**src/rtl/lvtrig_pkg.sv**
```systemverilog
package lvtrig_pkg;
  typedef enum logic {
    LVL_ABS = 1'b0,
    LVL_REL = 1'b1
  } lvl_mode_e;

  typedef enum logic {
    EDGE_RISE = 1'b0,
    EDGE_FALL = 1'b1
  } edge_pol_e;
endpackage

```
**src/rtl/lvtrig_power.sv**
```systemverilog
// Registered instantaneous power of one I/Q pair.
module lvtrig_power #(
  parameter int IW = 12
) (
  input  logic                 clk,
  input  logic                 rst,
  input  logic                 clr,
  input  logic                 in_vld,
  input  logic signed [IW-1:0] in_i,
  input  logic signed [IW-1:0] in_q,
  output logic                 out_vld,
  output logic [2*IW-1:0]      out_pwr
);
  localparam int PW = 2 * IW;

  logic signed [PW-1:0] sq_i;
  logic signed [PW-1:0] sq_q;

  always_comb begin
    sq_i = in_i * in_i;
    sq_q = in_q * in_q;
  end

  always_ff @(posedge clk) begin
    if (rst || clr) begin
      out_vld <= 1'b0;
      out_pwr <= '0;
    end else begin
      out_vld <= in_vld;
      if (in_vld) begin
        out_pwr <= $unsigned(sq_i) + $unsigned(sq_q);
      end
    end
  end
endmodule

```
**src/rtl/lvtrig_ema.sv**
```systemverilog
// First-order exponential average with FB fraction bits.
module lvtrig_ema #(
  parameter int PW = 24,
  parameter int FB = 8,
  parameter int KW = 4
) (
  input  logic             clk,
  input  logic             rst,
  input  logic             clr,
  input  logic             upd,
  input  logic [KW-1:0]    k,
  input  logic [PW-1:0]    x,
  output logic [PW+FB-1:0] y
);
  localparam int SW = PW + FB;

  logic signed [SW:0] err;
  logic signed [SW:0] step;
  logic signed [SW:0] nxt;

  always_comb begin
    err  = $signed({1'b0, x, {FB{1'b0}}}) - $signed({1'b0, y});
    step = err >>> k;
    nxt  = $signed({1'b0, y}) + step;
  end

  always_ff @(posedge clk) begin
    if (rst || clr) begin
      y <= '0;
    end else if (upd) begin
      y <= nxt[SW-1:0];
    end
  end
endmodule

```
**src/rtl/lvtrig_cmp.sv**
```systemverilog
// Level / difference comparison, registered. A clear forces the result true
// so that the edge stage treats the history as blocked.
module lvtrig_cmp
  import lvtrig_pkg::*;
#(
  parameter int SW = 32,
  parameter int TW = 25,
  parameter int FB = 8
) (
  input  logic                 clk,
  input  logic                 rst,
  input  logic                 clr,
  input  lvl_mode_e            mode,
  input  edge_pol_e            pol,
  input  logic [SW-1:0]        y_fast,
  input  logic [SW-1:0]        y_slow,
  input  logic signed [TW-1:0] thr,
  output logic                 hit
);
  localparam int CW = SW + 2;

  logic signed [CW-1:0] lvl_f;
  logic signed [CW-1:0] lvl_s;
  logic signed [CW-1:0] thr_s;
  logic signed [CW-1:0] mag_s;
  logic signed [CW-1:0] diff;
  logic                 neg_thr;
  logic                 abs_above;
  logic                 hit_nxt;

  always_comb begin
    lvl_f     = $signed({2'b00, y_fast});
    lvl_s     = $signed({2'b00, y_slow});
    thr_s     = CW'(thr) <<< FB;
    neg_thr   = thr[TW-1];
    mag_s     = neg_thr ? -thr_s : thr_s;
    diff      = neg_thr ? (lvl_s - lvl_f) : (lvl_f - lvl_s);
    abs_above = lvl_f > thr_s;
    if (mode == LVL_REL) begin
      hit_nxt = diff > mag_s;
    end else if (pol == EDGE_FALL) begin
      hit_nxt = !abs_above;
    end else begin
      hit_nxt = abs_above;
    end
  end

  always_ff @(posedge clk) begin
    if (rst || clr) begin
      hit <= 1'b1;
    end else begin
      hit <= hit_nxt;
    end
  end
endmodule

```
**src/rtl/lvtrig_edge.sv**
```systemverilog
// False-to-true detector producing a one-clock pulse.
module lvtrig_edge (
  input  logic clk,
  input  logic rst,
  input  logic clr,
  input  logic hit,
  output logic pulse
);
  logic blocked;

  always_ff @(posedge clk) begin
    if (rst || clr) begin
      pulse   <= 1'b0;
      blocked <= 1'b1;
    end else begin
      pulse   <= hit && !blocked;
      blocked <= hit;
    end
  end
endmodule

```
**src/rtl/lvl_trigger.sv**
```systemverilog
module lvl_trigger
  import lvtrig_pkg::*;
#(
  parameter int IW = 12,
  parameter int FB = 8,
  parameter int KW = 4
) (
  input  logic                   clk,
  input  logic                   rst,
  input  logic                   smp_vld,
  input  logic signed [IW-1:0]   smp_i,
  input  logic signed [IW-1:0]   smp_q,
  input  logic                   cfg_rel,
  input  logic                   cfg_fall,
  input  logic [KW-1:0]          cfg_k_abs,
  input  logic [KW-1:0]          cfg_k_fast,
  input  logic [KW-1:0]          cfg_k_slow,
  input  logic signed [2*IW:0]   cfg_thr,
  input  logic                   arm,
  output logic                   trig_out
);
  localparam int PW = 2 * IW;
  localparam int SW = PW + FB;
  localparam int TW = PW + 1;

  lvl_mode_e     mode;
  edge_pol_e     pol_eff;
  logic          rel_q;
  logic          clr;
  logic          pwr_vld;
  logic [PW-1:0] pwr;
  logic [KW-1:0] k_main;
  logic [SW-1:0] y_a;
  logic [SW-1:0] y_b;
  logic          hit;

  always_comb begin
    mode    = lvl_mode_e'(cfg_rel);
    pol_eff = (mode == LVL_REL) ? EDGE_RISE : edge_pol_e'(cfg_fall);
    clr     = arm || (cfg_rel != rel_q);
    k_main  = (mode == LVL_REL) ? cfg_k_fast : cfg_k_abs;
  end

  always_ff @(posedge clk) begin
    if (rst) begin
      rel_q <= 1'b0;
    end else begin
      rel_q <= cfg_rel;
    end
  end

  lvtrig_power #(.IW(IW)) u_pwr (
    .clk(clk), .rst(rst), .clr(clr), .in_vld(smp_vld),
    .in_i(smp_i), .in_q(smp_q), .out_vld(pwr_vld), .out_pwr(pwr)
  );

  lvtrig_ema #(.PW(PW), .FB(FB), .KW(KW)) u_ema_a (
    .clk(clk), .rst(rst), .clr(clr), .upd(pwr_vld),
    .k(k_main), .x(pwr), .y(y_a)
  );

  lvtrig_ema #(.PW(PW), .FB(FB), .KW(KW)) u_ema_b (
    .clk(clk), .rst(rst), .clr(clr), .upd(pwr_vld),
    .k(cfg_k_slow), .x(pwr), .y(y_b)
  );

  lvtrig_cmp #(.SW(SW), .TW(TW), .FB(FB)) u_cmp (
    .clk(clk), .rst(rst), .clr(clr), .mode(mode), .pol(pol_eff),
    .y_fast(y_a), .y_slow(y_b), .thr(cfg_thr), .hit(hit)
  );

  lvtrig_edge u_edge (
    .clk(clk), .rst(rst), .clr(clr), .hit(hit), .pulse(trig_out)
  );
endmodule

```
**config.mk**
```make
export PLATFORM = sky130hd
export DESIGN_NAME = lvl_trigger
export DESIGN_NICKNAME = d
export VERILOG_FILES = /design/src/rtl/lvtrig_pkg.sv /design/src/rtl/lvtrig_power.sv /design/src/rtl/lvtrig_ema.sv /design/src/rtl/lvtrig_cmp.sv /design/src/rtl/lvtrig_edge.sv /design/src/rtl/lvl_trigger.sv
export SDC_FILE = /design/constraint.sdc
export NUM_CORES = 2
export LEC_CHECK = 0
export ABC_AREA = 1
export CAP_MARGIN = 40
export CORE_ASPECT_RATIO = 1.75
export CORE_UTILIZATION = 55
export DETAILED_ROUTE_END_ITERATION = 16
export MAX_ROUTING_LAYER = met4
export PLACE_DENSITY = 0.72
export SLEW_MARGIN = 20
export SYNTH_ARGS = -nofsm -noshare
export SYNTH_HDL_FRONTEND = slang
export SYNTH_SLANG_ARGS = --single-unit
```
**constraint.sdc**
```tcl
create_clock -name clk -period 11.4 [get_ports clk]
set_input_delay 3.42 -clock clk [delete_from_list [all_inputs] [get_ports clk]]
set_output_delay 3.42 -clock clk [all_outputs]
set_load 0.01 [all_outputs]
```
== Word level (Yosys, flattened, before mapping) ==
Index checks and enable logic that the tools add are counted.
Widths: inputs -> output; s select.

* Add/subtract/negate cells: 8
* $mul: 2
* $lt $le $gt $ge: 2
* Eq/ne operators: 1
* Shift-type cells: 2
* Multiplexer cells: 6
* Reductions and logical operators: 5

{| class="wikitable"
|+ Operators by type and width
! operator !! number
|-
| $sub 32x32->33 || 4
|-
| $mux 34 || 2
|-
| $sshr 33x4->32 || 2
|-
| $add 32x32->32 || 2
|-
| $mul 12x12->24 || 2
|-
| $gt 34x34->1 || 1
|-
| $neg 33->34 || 1
|-
| $gt 33x33->1 || 1
|-
| $add 24x24->24 || 1
|-
| $mux 4 || 1
|-
| $mux 1 || 3
|-
| $logic_not 1->1 || 2
|-
| $logic_or 1x1->1 || 2
|-
| $logic_and 1x1->1 || 1
|-
| $ne 1x1->1 || 1
|}

* Register bits: 93
* Input bits: 67
* Logic and storage cells: 34

== Logic depth before layout (Yosys ltp) ==
* Depth after elaboration: 4
* Mapped depth: 33
* Depth with buffers taken out: 33

== Modules after synthesis ==
From an unflattened synthesis, not the netlist that was laid out.

* Cell total of the unflattened synthesis: 4502
* Area, all modules: 29349.4 sq um

{| class="wikitable"
|+ By module, submodules not included
! module !! instances !! cells an instance !! area an instance (sq um) !! seq. area each (sq um)
|-
| lvtrig_ema || 2 || 1033 || 6002.0 || 640.6
|-
| lvtrig_power || 1 || 1350 || 11209.5 || 500.5
|-
| lvtrig_cmp || 1 || 1055 || 5955.7 || 20.0
|-
| lvl_trigger || 1 || 22 || 107.6 || 20.0
|-
| lvtrig_edge || 1 || 9 || 72.6 || 40.0
|}

== Worst setup path before layout ==
OpenSTA, ideal clock, no wires.

* Kind: input to register
* Start: input port smp_q[11]
* End: register u_pwr.out_pwr[23]
* Arrival: 9.314 ns
* Required time: 11.284 ns
* Setup slack: 1.969 ns
* Cell stages on the path: 23
* Buffers on the path: 1
* Path through: clkbuf_1 -> nand2_1 -> fa_1 -> inv_1 -> fa_1 -> inv_1 -> fa_1 -> fa_1 -> inv_1 -> fa_1 -> inv_1 -> fa_1 -> fa_1 -> inv_1 -> ha_1 -> inv_1 -> nor3_1 -> nand2_1 -> o311ai_0 -> xnor2_1 -> nand2_1 -> o211ai_1 -> inv_1

* Word-level cells in the longest chain between the ends: 2

{| class="wikitable"
|+ Ends and longest elaborated chain
! what !! RTL line !! RTL
|-
| from (decl) || lvl_trigger.sv:12 || <nowiki>input logic signed [IW-1:0] smp_q,</nowiki>
|-
| $mul 12x12->24 || lvtrig_power.sv:21 || <nowiki>sq_q = in_q * in_q;</nowiki>
|-
| $add 24x24->24 || lvtrig_power.sv:31 || <nowiki>out_pwr <= $unsigned(sq_i) + $unsigned(sq_q);</nowiki>
|-
| to (signal assigned) || lvtrig_power.sv:31 ||
|-
| to (decl) || lvtrig_power.sv:12 || <nowiki>output logic [2*IW-1:0] out_pwr</nowiki>
|}

Every way passes these cells.
A chain may end at the register's enable or synchronous reset.

== Worst setup path in the final report ==
* Start: input port smp_q[11]
* End: register u_pwr.out_pwr[21]

The elaborated chain is that of the path after synthesis.

==> metrics <==
outcome finished, final reports clean; Final min period 10.29 ns; global placement routability congestion 1.045; Syn Nets 4,829; Post-Synthesis Cells 4,156; maximum fanout along the worst path 10; final hold viol count 0; top-area cell type share of the netlist area 0.2050; Via Count 28,090; antenna viol nets, final 0; Remaining Overflow, GRT 0; Worst setup EP type register; #FFs+latches synth 93; DRC 0; Hold Path Class reg2reg; post-synthesis cell type count 63; Rel. slew slack 0.3303; Max Clk Rate 97.14 MHz; Most used DFF post-synth dfxtp_1; Pre-antenna DRT Iters 6; Max Cap Viol 0; actual slew at the worst max-slew pin 0.9973 ns; CP startpoint smp_q[11]; PortBufs 67; std cell rows 108; TritonCTS Sinks 93; EDFF count, synth 0; Yosys warning count 0; initial antenna violation count 5; CTS Hold Buffers Added 0; first-pass GRT wire length 160.4 mm; routed length per placed instance 22.11 um; crit start category input port; synth-to-layout area growth 6.460%; Post-Route WL 107.1 mm; Worst Hold Launch u_edge.blocked; reg2reg setup slack 4.06 ns; Worst-path clk slew 0.08 ns; Num CTS Buffers 9; crit path kind in2reg; Die W 172.0 um; WP data arrival 10.59 ns; die area 0.05154 mm^2; Seq/Total Area, Yosys 0.06690; depth of the worst hold-timing path 1; asr flop ratio synth 0; CTS resizes 0; Fin Setup TNS 0 ns; die height 299.6 um; endpoints failing setup 0; top cells by area, synth fa_1, ha_1, inv_1; core area 0.04973 mm^2; Ports 68; postcts setup bufs 0; largest net degree at the start of global routing 90; DR vias/cell 5.800; HPWL after DPL 89.74 mm; Initial Util 0.5597; H-tree depth 3; Tcrit/Tclk final 0.9030; nets 4,846; r2r startpoint u_ema_a.y[0]; Worst Path Required 11.70 ns; Avg Inst Size Synth 6.696 um^2; FF-to-FF path depth 25; CTS max path bufs 2; area leader, netlist fa_1; Slew Viols, Final 0; share of cells above drive strength 1 0.03088; DR iter-0 viols 1,670; most frequent cell after synthesis inv_1; Root Driver clkbuf_16; RSZ-0062 raised after global routing false; latest clock arrival within the worst-skew pair 0.40 ns; clk_skew 0.01520 ns; vias in the first global route 28,240; synth cell count leaders inv_1, nand2_1, a21oi_1, nand3_1, ha_1; GRT Overall Usage 0.4399; netlist area before placement 0.02783 mm^2; CTS tree yes
## critical path, stage by stage
cell,delay (ns)
clkdlybuf4s50_1,0.84
nand2_1,0.26
fa_1,0.58
buf_4,0.21
inv_1,0.17
fa_1,0.57
fa_1,0.46
fa_1,0.57
fa_1,0.43
fa_1,0.49
inv_1,0.05
fa_1,0.47
inv_1,0.04
ha_1,0.32
nand2_1,0.09
nor2_1,0.17
nand4_1,0.40
nor2_1,0.21
nor2_1,0.10
inv_1,0.08
a21oi_1,0.09
o21ai_0,0.20
xor2_1,0.16
nand2_1,0.07
o211ai_1,0.09
inv_1,0.05
## metal layers
layer / global-route usage / wire length (um) / up-vias
met2: 0.7598 / 53570 / 978
met1: 0.3787 / 34150 / 13120
li1: - / - / 13430
met5: - / 0 / -
met4: 0.4252 / 12920 / 0
met3: 0.1050 / 6472 / 561
## cell usage in the layout, fill, tap and decap left out, types with 4 or more instances in the layout
| cell | n |
|---|---|
| nand4_1 | 51 |
| a31oi_1 | 23 |
| a21oi_1 | 360 |
| a211oi_1 | 13 |
| o21ai_1 | 27 |
| nor2_1 | 287 |
| diode_2 | 5 |
| o2111ai_1 | 6 |
| inv_2 | 6 |
| o31ai_1 | 9 |
| o21a_1 | 11 |
| o21ai_2 | 11 |
| clkdlybuf4s50_1 | 67 |
| nor3_1 | 26 |
| mux2i_1 | 9 |
| or2_2 | 17 |
| inv_1 | 851 |
| a31o_2 | 4 |
| xor2_1 | 102 |
| or2_1 | 5 |
| o211ai_1 | 33 |
| and2_1 | 5 |
| buf_4 | 42 |
| nand2_2 | 5 |
| nand2_1 | 744 |
| o21bai_1 | 19 |
| a221oi_1 | 8 |
| fa_1 | 285 |
| nor4_1 | 11 |
| dfxtp_1 | 93 |
| nand3_1 | 323 |
| xnor2_1 | 68 |
| o221ai_1 | 13 |
| a21boi_0 | 5 |
| clkbuf_16 | 9 |
| a21o_1 | 19 |
| nand3_2 | 6 |
| o21ai_0 | 236 |
| nor2_2 | 5 |
| ha_1 | 321 |
## per-stage QoR
step	setup WS [ns]	instances	hold WS (ns)	util	instance area (um^2)
after detailed placement	0.9001	4816	0.3851	0.5880	29240
after floorplan	1.969	4156	0.3732	-	27830
final	1.106	4843	0.3960	0.5958	29630
after CTS	1.301	4832	0.3953	0.5940	29540
after global placement	0.9694	4815	0.3836	0.5877	29230
after global routing	0.7902	4842	0.4392	0.5958	29630
## kinds of logic after synthesis
family                     after synthesis  synth area share
other                                    1         0.0001347
DFF                                     93           0.06690
buffers and inverters                  967            0.1310
muxes                                    9          0.003237
AOI/OAI and AO/OA                      813            0.1653
xor gates and xnor gates               171           0.05408
and+or+nand+nor                       1496            0.2301
adders and majority gates              606            0.3493
## registers in the layout (all words and copies together), names as in the netlist
register	cells
rel_q	1
u_ema_a.y	32
u_edge.blocked	1
u_pwr.out_pwr	24
u_edge.pulse	1
u_cmp.hit	1
u_ema_b.y	32
u_pwr.out_vld	1
## path summary, 6_finish.rpt
| kind | end |
|---|---|
| worst max register to register | u_cmp.hit |
| worst max-delay path | u_pwr.out_pwr[21] |
| worst min register to register | u_edge.pulse |
| worst min-delay path | u_edge.pulse |
## area by class of cell
type,instances,area (um^2)
clock buffer,12,246.5
fill,5071,20100
timing repair buffer,114,1064
multi-input combinational,3096,22350
antenna,5,12.51
inverter,859,3224
sequential,93,1862
clock inverter,4,47.55
tap,660,825.8
Power is not shown: default switching activity piles up to over one toggle a cycle in this logic, so the estimate is an artifact.
